File: src/rtl/adc_seq_pkg.sv
package adc_seq_pkg;

  localparam int WORD_W   = 16;
  localparam int RATE_W   = 3;
  localparam int GAIN_W   = 2;
  localparam int MODE_W   = 3;

  localparam int B_PWR    = 15;
  localparam int B_START  = 14;
  localparam int B_BIP    = 13;
  localparam int B_POL    = 12;
  localparam int B_CONT   = 11;
  localparam int B_REF    = 10;
  localparam int B_GAIN   = 8;
  localparam int B_RATE   = 5;
  localparam int B_MODE   = 2;

  typedef struct packed {
    logic              adce;
    logic              bip;
    logic              pol;
    logic              cont;
    logic              ref_sel;
    logic [GAIN_W-1:0] gain;
    logic [RATE_W-1:0] rate;
    logic [MODE_W-1:0] mode;
  } cfg_t;

  typedef enum logic [1:0] {
    SQ_IDLE   = 2'd0,
    SQ_SETTLE = 2'd1,
    SQ_RUN    = 2'd2
  } sq_state_e;

  function automatic cfg_t word_to_cfg(input logic [WORD_W-1:0] w);
    cfg_t c;
    c.adce    = w[B_PWR];
    c.bip     = w[B_BIP];
    c.pol     = w[B_POL];
    c.cont    = w[B_CONT];
    c.ref_sel = w[B_REF];
    c.gain    = w[B_GAIN +: GAIN_W];
    c.rate    = w[B_RATE +: RATE_W];
    c.mode    = w[B_MODE +: MODE_W];
    return c;
  endfunction

endpackage

File: src/rtl/adc_seq_shift.sv
module adc_seq_shift #(
  parameter int WORD_W = 16
) (
  input  logic              clk,
  input  logic              rst_n,
  input  logic              ser_sel,
  input  logic              ser_shift,
  input  logic              ser_bit,
  output logic              frame_done,
  output logic [WORD_W-1:0] word
);

  localparam int CNT_W = $clog2(WORD_W);
  localparam logic [CNT_W-1:0] LAST = CNT_W'(WORD_W - 1);

  logic [WORD_W-2:0] sreg_q, sreg_d;
  logic [CNT_W-1:0]  bcnt_q, bcnt_d;
  logic              shift_en;

  assign shift_en   = ser_sel & ser_shift;
  assign frame_done = shift_en & (bcnt_q == LAST);
  assign word       = {sreg_q, ser_bit};

  always_comb begin
    sreg_d = sreg_q;
    bcnt_d = bcnt_q;
    if (!ser_sel) begin
      bcnt_d = '0;
    end else if (shift_en) begin
      sreg_d = {sreg_q[WORD_W-3:0], ser_bit};
      bcnt_d = (bcnt_q == LAST) ? '0 : bcnt_q + 1'b1;
    end
  end

  always_ff @(posedge clk or negedge rst_n) begin
    if (!rst_n) begin
      sreg_q <= '0;
      bcnt_q <= '0;
    end else begin
      if (shift_en) sreg_q <= sreg_d;
      bcnt_q <= bcnt_d;
    end
  end

endmodule

File: src/rtl/adc_seq_cfg.sv
module adc_seq_cfg
  import adc_seq_pkg::*;
(
  input  logic              clk,
  input  logic              rst_n,
  input  logic              frame_done,
  input  logic [WORD_W-1:0] word,
  output cfg_t              cfg_q,
  output cfg_t              cfg_eff,
  output logic              strt_req
);

  cfg_t cfg_d;
  logic unused_dc;

  assign unused_dc = ^word[B_MODE-1:0];
  assign strt_req  = frame_done & word[B_START];

  always_comb begin
    cfg_d = cfg_q;
    if (frame_done) cfg_d = word_to_cfg(word);
  end

  assign cfg_eff = cfg_d;

  always_ff @(posedge clk or negedge rst_n) begin
    if (!rst_n) begin
      cfg_q <= '0;
    end else if (frame_done) begin
      cfg_q <= cfg_d;
    end
  end

endmodule

File: src/rtl/adc_seq_fsm.sv
module adc_seq_fsm
  import adc_seq_pkg::*;
#(
  parameter int SETTLE_CYC = 4,
  parameter int BASE_LOG2  = 2
) (
  input  logic clk,
  input  logic rst_n,
  input  cfg_t cfg_eff,
  input  logic strt_req,
  input  logic mux_start,
  input  logic frame_done,
  output logic busy,
  output logic settling,
  output logic res_stb,
  output cfg_t act_q
);

  localparam int RATE_MAX = (1 << RATE_W) - 1;
  localparam int PER_W    = BASE_LOG2 + RATE_MAX;
  localparam int SET_W    = (SETTLE_CYC > 1) ? $clog2(SETTLE_CYC) : 1;
  localparam logic [SET_W-1:0] SET_INIT = SET_W'(SETTLE_CYC - 1);

  sq_state_e        st_q, st_d;
  logic [PER_W-1:0] cnt_q, cnt_d;
  logic [SET_W-1:0] stl_q, stl_d;
  cfg_t             act_d;
  logic             go, stop_pwr, stop_cont;

  function automatic logic [PER_W-1:0] period_m1(input logic [RATE_W-1:0] r);
    logic [PER_W:0] full;
    full = ({{PER_W{1'b0}}, 1'b1} << (BASE_LOG2 + int'(r)));
    return PER_W'(full - 1'b1);
  endfunction

  assign go        = cfg_eff.adce & (strt_req | mux_start);
  assign stop_pwr  = ~cfg_eff.adce;
  assign stop_cont = (st_q != SQ_IDLE) & act_q.cont & frame_done & ~cfg_eff.cont;

  always_comb begin
    st_d    = st_q;
    cnt_d   = cnt_q;
    stl_d   = stl_q;
    act_d   = act_q;
    res_stb = 1'b0;
    if (stop_pwr) begin
      st_d = SQ_IDLE;
    end else if (go) begin
      st_d  = SQ_SETTLE;
      act_d = cfg_eff;
      cnt_d = period_m1(cfg_eff.rate);
      stl_d = SET_INIT;
    end else if (stop_cont) begin
      st_d = SQ_IDLE;
    end else if (st_q != SQ_IDLE) begin
      if (cnt_q == '0) begin
        cnt_d = period_m1(act_q.rate);
        if (st_q == SQ_SETTLE && stl_q != '0) begin
          stl_d = stl_q - 1'b1;
        end else begin
          res_stb = 1'b1;
          st_d    = act_q.cont ? SQ_RUN : SQ_IDLE;
        end
      end else begin
        cnt_d = cnt_q - 1'b1;
      end
    end
  end

  always_ff @(posedge clk or negedge rst_n) begin
    if (!rst_n) begin
      st_q  <= SQ_IDLE;
      cnt_q <= '0;
      stl_q <= '0;
      act_q <= '0;
    end else begin
      st_q  <= st_d;
      cnt_q <= cnt_d;
      stl_q <= stl_d;
      if (go) act_q <= act_d;
    end
  end

  assign busy     = (st_q != SQ_IDLE);
  assign settling = (st_q == SQ_SETTLE);

endmodule

File: src/rtl/adc_seq_stub.sv
module adc_seq_stub #(
  parameter int DATA_W = 16,
  parameter int GAIN_W = 2
) (
  input  logic              clk,
  input  logic              rst_n,
  input  logic              res_stb,
  input  logic              data_rd,
  input  logic [DATA_W-1:0] sample_in,
  input  logic              act_pol,
  input  logic              act_bip,
  input  logic [GAIN_W-1:0] act_gain,
  output logic [DATA_W-1:0] data_q,
  output logic              ready_q
);

  localparam int HEAD  = (1 << GAIN_W) + 1;
  localparam int EXT_W = DATA_W + HEAD;
  localparam logic signed [EXT_W-1:0] MAX_V = EXT_W'((64'sd1 <<< (DATA_W - 1)) - 1);
  localparam logic signed [EXT_W-1:0] MIN_V = -MAX_V - 1;

  logic signed [EXT_W-1:0] ext, flipped, scaled, sat;
  logic [DATA_W-1:0]       result, data_d;
  logic                    ready_d;
  logic                    unused_hi;

  always_comb begin
    ext     = {{HEAD{sample_in[DATA_W-1]}}, sample_in};
    flipped = act_pol ? -ext : ext;
    scaled  = flipped <<< act_gain;
    if (scaled > MAX_V)      sat = MAX_V;
    else if (scaled < MIN_V) sat = MIN_V;
    else                     sat = scaled;
    if (act_bip)             result = sat[DATA_W-1:0];
    else if (sat[EXT_W-1])   result = '0;
    else                     result = {sat[DATA_W-2:0], 1'b0};
  end

  assign unused_hi = ^sat[EXT_W-2:DATA_W];

  always_comb begin
    data_d  = data_q;
    ready_d = ready_q;
    if (res_stb) begin
      data_d  = result;
      ready_d = 1'b1;
    end else if (data_rd) begin
      ready_d = 1'b0;
    end
  end

  always_ff @(posedge clk or negedge rst_n) begin
    if (!rst_n) begin
      data_q  <= '0;
      ready_q <= 1'b0;
    end else begin
      if (res_stb) data_q <= data_d;
      ready_q <= ready_d;
    end
  end

endmodule

File: src/rtl/adc_seq_ctrl.sv
module adc_seq_ctrl
  import adc_seq_pkg::*;
#(
  parameter int DATA_W     = 16,
  parameter int SETTLE_CYC = 4,
  parameter int BASE_LOG2  = 2
) (
  input  logic              clk,
  input  logic              rst_n,
  input  logic              ser_sel,
  input  logic              ser_shift,
  input  logic              ser_bit,
  input  logic              mux_start,
  input  logic              data_rd,
  input  logic [DATA_W-1:0] sample_in,
  output logic [WORD_W-1:0] cfg_word,
  output logic              busy,
  output logic [DATA_W-1:0] adc_data,
  output logic              data_ready,
  output logic              act_ref_sel,
  output logic [MODE_W-1:0] act_mode
);

  logic [1:0]        rst_pipe_q;
  logic              rst_sync_n;
  logic              frame_done, strt_req, settling, res_stb;
  logic [WORD_W-1:0] word;
  cfg_t              cfg_q, cfg_eff, act;
  logic              unused_act;

  always_ff @(posedge clk or negedge rst_n) begin
    if (!rst_n) rst_pipe_q <= '0;
    else        rst_pipe_q <= {rst_pipe_q[0], 1'b1};
  end
  assign rst_sync_n = rst_pipe_q[1];

  adc_seq_shift #(.WORD_W(WORD_W)) i_shift (
    .clk        (clk),
    .rst_n      (rst_sync_n),
    .ser_sel    (ser_sel),
    .ser_shift  (ser_shift),
    .ser_bit    (ser_bit),
    .frame_done (frame_done),
    .word       (word)
  );

  adc_seq_cfg i_cfg (
    .clk        (clk),
    .rst_n      (rst_sync_n),
    .frame_done (frame_done),
    .word       (word),
    .cfg_q      (cfg_q),
    .cfg_eff    (cfg_eff),
    .strt_req   (strt_req)
  );

  adc_seq_fsm #(.SETTLE_CYC(SETTLE_CYC), .BASE_LOG2(BASE_LOG2)) i_fsm (
    .clk        (clk),
    .rst_n      (rst_sync_n),
    .cfg_eff    (cfg_eff),
    .strt_req   (strt_req),
    .mux_start  (mux_start),
    .frame_done (frame_done),
    .busy       (busy),
    .settling   (settling),
    .res_stb    (res_stb),
    .act_q      (act)
  );

  adc_seq_stub #(.DATA_W(DATA_W), .GAIN_W(GAIN_W)) i_stub (
    .clk        (clk),
    .rst_n      (rst_sync_n),
    .res_stb    (res_stb),
    .data_rd    (data_rd),
    .sample_in  (sample_in),
    .act_pol    (act.pol),
    .act_bip    (act.bip),
    .act_gain   (act.gain),
    .data_q     (adc_data),
    .ready_q    (data_ready)
  );

  assign unused_act  = ^{act.adce, act.cont, act.rate};
  assign act_ref_sel = act.ref_sel;
  assign act_mode    = act.mode;

  assign cfg_word = {cfg_q.adce, settling, cfg_q.bip, cfg_q.pol, cfg_q.cont,
                     cfg_q.ref_sel, cfg_q.gain, cfg_q.rate, cfg_q.mode,
                     {B_MODE{1'b0}}};

endmodule

File: config.mk
export PLATFORM = sky130hd
export DESIGN_NAME = adc_seq_ctrl
export DESIGN_NICKNAME = d
export VERILOG_FILES = /design/src/rtl/adc_seq_pkg.sv /design/src/rtl/adc_seq_shift.sv /design/src/rtl/adc_seq_cfg.sv /design/src/rtl/adc_seq_fsm.sv /design/src/rtl/adc_seq_stub.sv /design/src/rtl/adc_seq_ctrl.sv
export SDC_FILE = /design/constraint.sdc
export NUM_CORES = 1
export LEC_CHECK = 0
export BUFFER_PORTS_ARGS = -buffer_cell sky130_fd_sc_hd__buf_2
export CAP_MARGIN = 20
export CORE_MARGIN = 5
export CORE_UTILIZATION = 59
export CTS_CLUSTER_DIAMETER = 120
export DETAILED_ROUTE_END_ITERATION = 6
export PLACE_DENSITY = 0.82
export SETUP_SLACK_MARGIN = 0.1
export SLEW_MARGIN = 20
export SYNTH_ARGS = -nofsm -noshare
export SYNTH_HDL_FRONTEND = slang
export SYNTH_HIERARCHICAL = 1
export SYNTH_SLANG_ARGS = --single-unit
File: constraint.sdc
create_clock -name clk -period 3.4 [get_ports clk]
set_clock_uncertainty 0.2 [all_clocks]
set_input_delay 0.51 -clock clk [delete_from_list [all_inputs] [get_ports clk]]
set_output_delay 0.51 -clock clk [all_outputs]
set_load 0.02 [all_outputs]
==> impl_metrics.sql <==
INSERT INTO impl_metrics (metric_group, metric, value, unit) VALUES
('detailed_routing', 'first_iter_violations', '321', ''),
('setup_path', 'worst_stage_delay_on_the_critical_path', '0.56', 'ns'),
('placement', 'finalWeightedCongestion', '0.928', ''),
('clocking', 'ctsRootBufferMaster', 'sky130_fd_sc_hd__clkbuf_8', ''),
('detailed_routing', 'drtPass1Iterations', '5', ''),
('timing', 'fin_ws', '-0.0625', 'ns'),
('global_route', 'global_route.peak_usage_layer', 'met2', ''),
('clocking', 'worstSkewPairLatency', '0.35', 'ns'),
('die', 'die_area', '0.0108', 'mm^2'),
('timing', 'slew_headroom', '65.1', '%'),
('setup_path', 'worstPathRequired', '3.42', 'ns'),
('timing', 'fmax', '289', 'MHz'),
('global_route', 'grt_antenna_before_repair', '0', ''),
('timing', 'whs', '-0.0145', 'ns'),
('power', 'static-leakage-power', '2.89', 'nW'),
('setup_path', 'worst_r2r_endpoint', 'i_stub/data_q[5]', ''),
('power', 'power.ir.vdd_worst', '0.468', 'mV'),
('setup_path', 'critical_path.startpoint_type', 'input pin', ''),
('setup_path', 'worst_path_most_repeated_cell', 'sky130_fd_sc_hd__a21oi_1', ''),
('placement', 'buffer_ports.inserted', '58', ''),
('setup_path', 'worst_setup_end_kind', 'flip-flop', ''),
('timing', 'final.period_utilization', '102', '%'),
('run_status', 'failed_checks', 'hold timing, setup timing', ''),
('timing', 'min_period', '3.46', 'ns'),
('setup_path', 'timing.critical_path.arrival', '3.48', 'ns'),
('timing', 'timing_max_transition_violations_final', '0', ''),
('detailed_routing', 'drc_errors', '0', ''),
('layout', 'post_route_cells_drive_above_1_share', '38.4', '%'),
('yosys', 'yosysWarnings', '6', ''),
('layout', 'num-fill-cells', '618', ''),
('run_status', 'outcome', 'finished with violations', ''),
('timing', 'setup_viol', '5', ''),
('detailed_routing', 'routedWlPerCell', '17.0', 'um'),
('global_route', 'grt_pass1_vias', '4356', ''),
('global_route', 'grt.total_usage', '22.7', '%'),
('global_route', 'use_met2', '35.7', '%'),
('die', 'chipHeight', '104', 'um'),
('die', 'initial_core_util', '60.2', '%'),
('detailed_routing', 'final_antenna_net_count', '0', ''),
('setup_path', 'r2r_cells', '16', ''),
('die', 'placeable_core_region', '0.00864', 'mm^2'),
('timing', 'tightest_slew', '0.524', 'ns'),
('global_route', 'grt.overflow.total', '0', ''),
('timing', 'hold_violation_count_in_the_final_report', '16', ''),
('yosys', 'syn_area', '0.00520', 'mm^2'),
('detailed_routing', 'vias_per_cell', '6.06', ''),
('clocking', 'clock_h_tree_levels', '3', ''),
('layout', 'areaGrowthSynthToFinish', '20.6', '%'),
('die', 'floorplan.die.width', '104', 'um'),
('layout', 'final-instance-count-excl-fill', '749', ''),
('yosys', 'number_of_cells_produced_by_synthesis', '535', ''),
('global_route', 'pin_count_of_the_biggest_net_entering_global_routing', '34', ''),
('placement', 'dp_slack', '-0.397', 'ns'),
('clocking', 'clk_transition_reported_paths', '0.09', 'ns'),
('detailed_routing', 'postRouteWirelength', '12700', 'um'),
('setup_path', 'critPathKind', 'input pin to flip-flop', ''),
('setup_path', 'worst_path_max_delay_cell', 'sky130_fd_sc_hd__or4_4', ''),
('placement', 'dp.cells', '713', ''),
('global_route', 'grt_first_pass_wirelength', '20900', 'um'),
('die', 'num_io_pins', '61', ''),
('setup_path', 'rr_startpoint', 'i_fsm/act_q[10]', ''),
('placement', 'detailed_placer_s_ending_hpwl', '9060', 'um'),
('die', 'std_cell_rows', '34', ''),
('min_path', 'worstHoldPathType', 'flip-flop to async pin', ''),
('clocking', 'clk_path_buf_depth', '2', ''),
('layout', 'insertedDiodeCount', '0', ''),
('yosys', 'average_cell_area_after_synthesis', '9.72', 'um^2'),
('detailed_routing', 'via_count', '4536', ''),
('clocking', 'tritoncts.num_buffers', '9', ''),
('setup_path', 'timing.critical_path.cells', 'buf_2 -> or4_4 -> o41ai_4 -> xor2_2 -> a221oi_2 -> a21oi_1 -> or3b_4 -> ha_4 -> inv_6 -> and3_4 -> a21oi_2 -> nor2_1 -> a21oi_1 -> a31oi_1', ''),
('setup_path', 'cp_max_fo', '5', ''),
('global_route', 'grt_use_met1', '31.6', '%'),
('power', 'power-per-cell-area', '333', 'mW/mm^2'),
('clocking', 'tritoncts', 'yes', ''),
('setup_path', 'reg2reg_slack', '0.01', 'ns'),
('layout', 'nNetsFinal', '666', ''),
('clocking', 'cts.sink_count', '76', ''),
('global_route', 'gr_util_met3', '4.03', '%'),
('flow_run', 'maxCapViolCount', '0', ''),
('timing', 'rsz_0062_raised_after_global_routing', 'yes', '');
per-layer routing:
layer  share of wire, %  vias to the layer above
met3                5.5                       24
li1                   -                     2135
met1                 44                     2223
met4                1.9                        0
met2                 49                      154
met5                  0                        -
final cells by class:
type	instances	area, um^2	share of cell area (%)
Multi-Input combinational cell	409	3170	50.6
Clock inverter	6	70.1	1.12
Timing Repair Buffer	119	769	12.3
Clock buffer	10	138	2.19
Sequential cell	76	1900	30.4
Inverter	21	83.8	1.34
Tap cell	108	135	2.15
worst max-delay path: cells and delay by family:
| family | cells | cell delay [ns] |
|---|---|---|
| adder cells (fa/ha/maj) | 1 | 0.32 |
| buffers and inverters | 2 | 0.14 |
| XOR/XNOR | 1 | 0.14 |
| AO/OA/AOI/OAI | 6 | 1.17 |
| AND/OR/NAND/NOR | 4 | 1.17 |
state kept, by name, summed over array words and instances (netlist names):
register / count
i_stub/data_q: 16
i_shift/sreg_q: 15
i_cfg/cfg_q: 13
i_fsm/act_q: 12
i_fsm/cnt_q: 9
i_shift/bcnt_q: 4
i_fsm/st_q: 2
i_fsm/stl_q: 2
rst_pipe_q: 2
i_stub/ready_q: 1
what timing repair did:
item / in CTS / in global routing
endpoints found under the setup margin: 17 / 20
pin swaps: 8 / 16
buffers inserted: 8 / 10
hold buffers: 1 / 0
gates cloned: 0 / 1
gates resized for setup: 5 / 25
endpoints found under the hold margin: 2 / 0
worst max path at each step:
stage | start | to | slack [ns] | depth (start not counted)
2_1_floorplan | sample_in[2] | i_stub/data_q[4] | -0.24 | 14
3_3_place_gp | sample_in[2] | i_stub/data_q[4] | -0.34 | 14
3_5_place_dp | sample_in[2] | i_stub/data_q[5] | -0.40 | 14
4_1_cts | i_shift/bcnt_q[0] | i_fsm/cnt_q[8] | 0.02 | 14
5_1_grt | sample_in[9] | i_stub/data_q[5] | -0.13 | 14
6_report | sample_in[7] | i_stub/data_q[5] | -0.06 | 14
where the power goes:
group / total, W / switching [W] / internal, W
logic: 0.000293 / 0.000124 / 0.000169
clock network: 0.000720 / 0.000356 / 0.000364
registers: 0.00107 / 0.0000901 / 0.000982
per-stage QoR:
stage | setup TNS, ns | power, W | area [um^2] | utilization (%)
floorplan | -2.02 | 0.00126 | 5300 | -
finish | -0.146 | 0.00209 | 6270 | 72.6
CTS | 0 | 0.00209 | 6070 | 70.3
global placement | -4.18 | 0.00134 | 5780 | 66.9
global route | -0.790 | 0.00218 | 6270 | 72.6
detailed placement | -5.15 | 0.00136 | 5780 | 66.9
cells in the final DEF, fill, tap and decap left out, types with 3 or more instances in the layout:
master	n
sky130_fd_sc_hd__o22a_1	7
sky130_fd_sc_hd__clkbuf_8	10
sky130_fd_sc_hd__nand3_1	12
sky130_fd_sc_hd__a31oi_1	12
sky130_fd_sc_hd__inv_6	3
sky130_fd_sc_hd__o21a_1	3
sky130_fd_sc_hd__buf_2	57
sky130_fd_sc_hd__nor4_4	3
sky130_fd_sc_hd__buf_4	59
sky130_fd_sc_hd__xor2_1	11
sky130_fd_sc_hd__nand2_1	61
sky130_fd_sc_hd__nand3b_1	4
sky130_fd_sc_hd__nand2b_1	4
sky130_fd_sc_hd__xnor2_1	6
sky130_fd_sc_hd__or4_4	3
sky130_fd_sc_hd__o21ai_0	20
sky130_fd_sc_hd__mux2_4	28
sky130_fd_sc_hd__clkinvlp_4	3
sky130_fd_sc_hd__conb_1	3
sky130_fd_sc_hd__mux2_2	21
sky130_fd_sc_hd__nor4_1	4
sky130_fd_sc_hd__a211oi_1	4
sky130_fd_sc_hd__o22ai_1	3
sky130_fd_sc_hd__dfrtp_1	74
sky130_fd_sc_hd__o211ai_1	5
sky130_fd_sc_hd__a21oi_1	29
sky130_fd_sc_hd__nor2b_1	4
sky130_fd_sc_hd__ha_1	3
sky130_fd_sc_hd__nor2_4	4
sky130_fd_sc_hd__mux2i_1	10
sky130_fd_sc_hd__inv_1	19
sky130_fd_sc_hd__nor2_1	50
sky130_fd_sc_hd__o21ai_2	4
sky130_fd_sc_hd__nor3_1	5
sky130_fd_sc_hd__nor3_2	3
No activity file was read; power rests on OpenSTA's default activity.
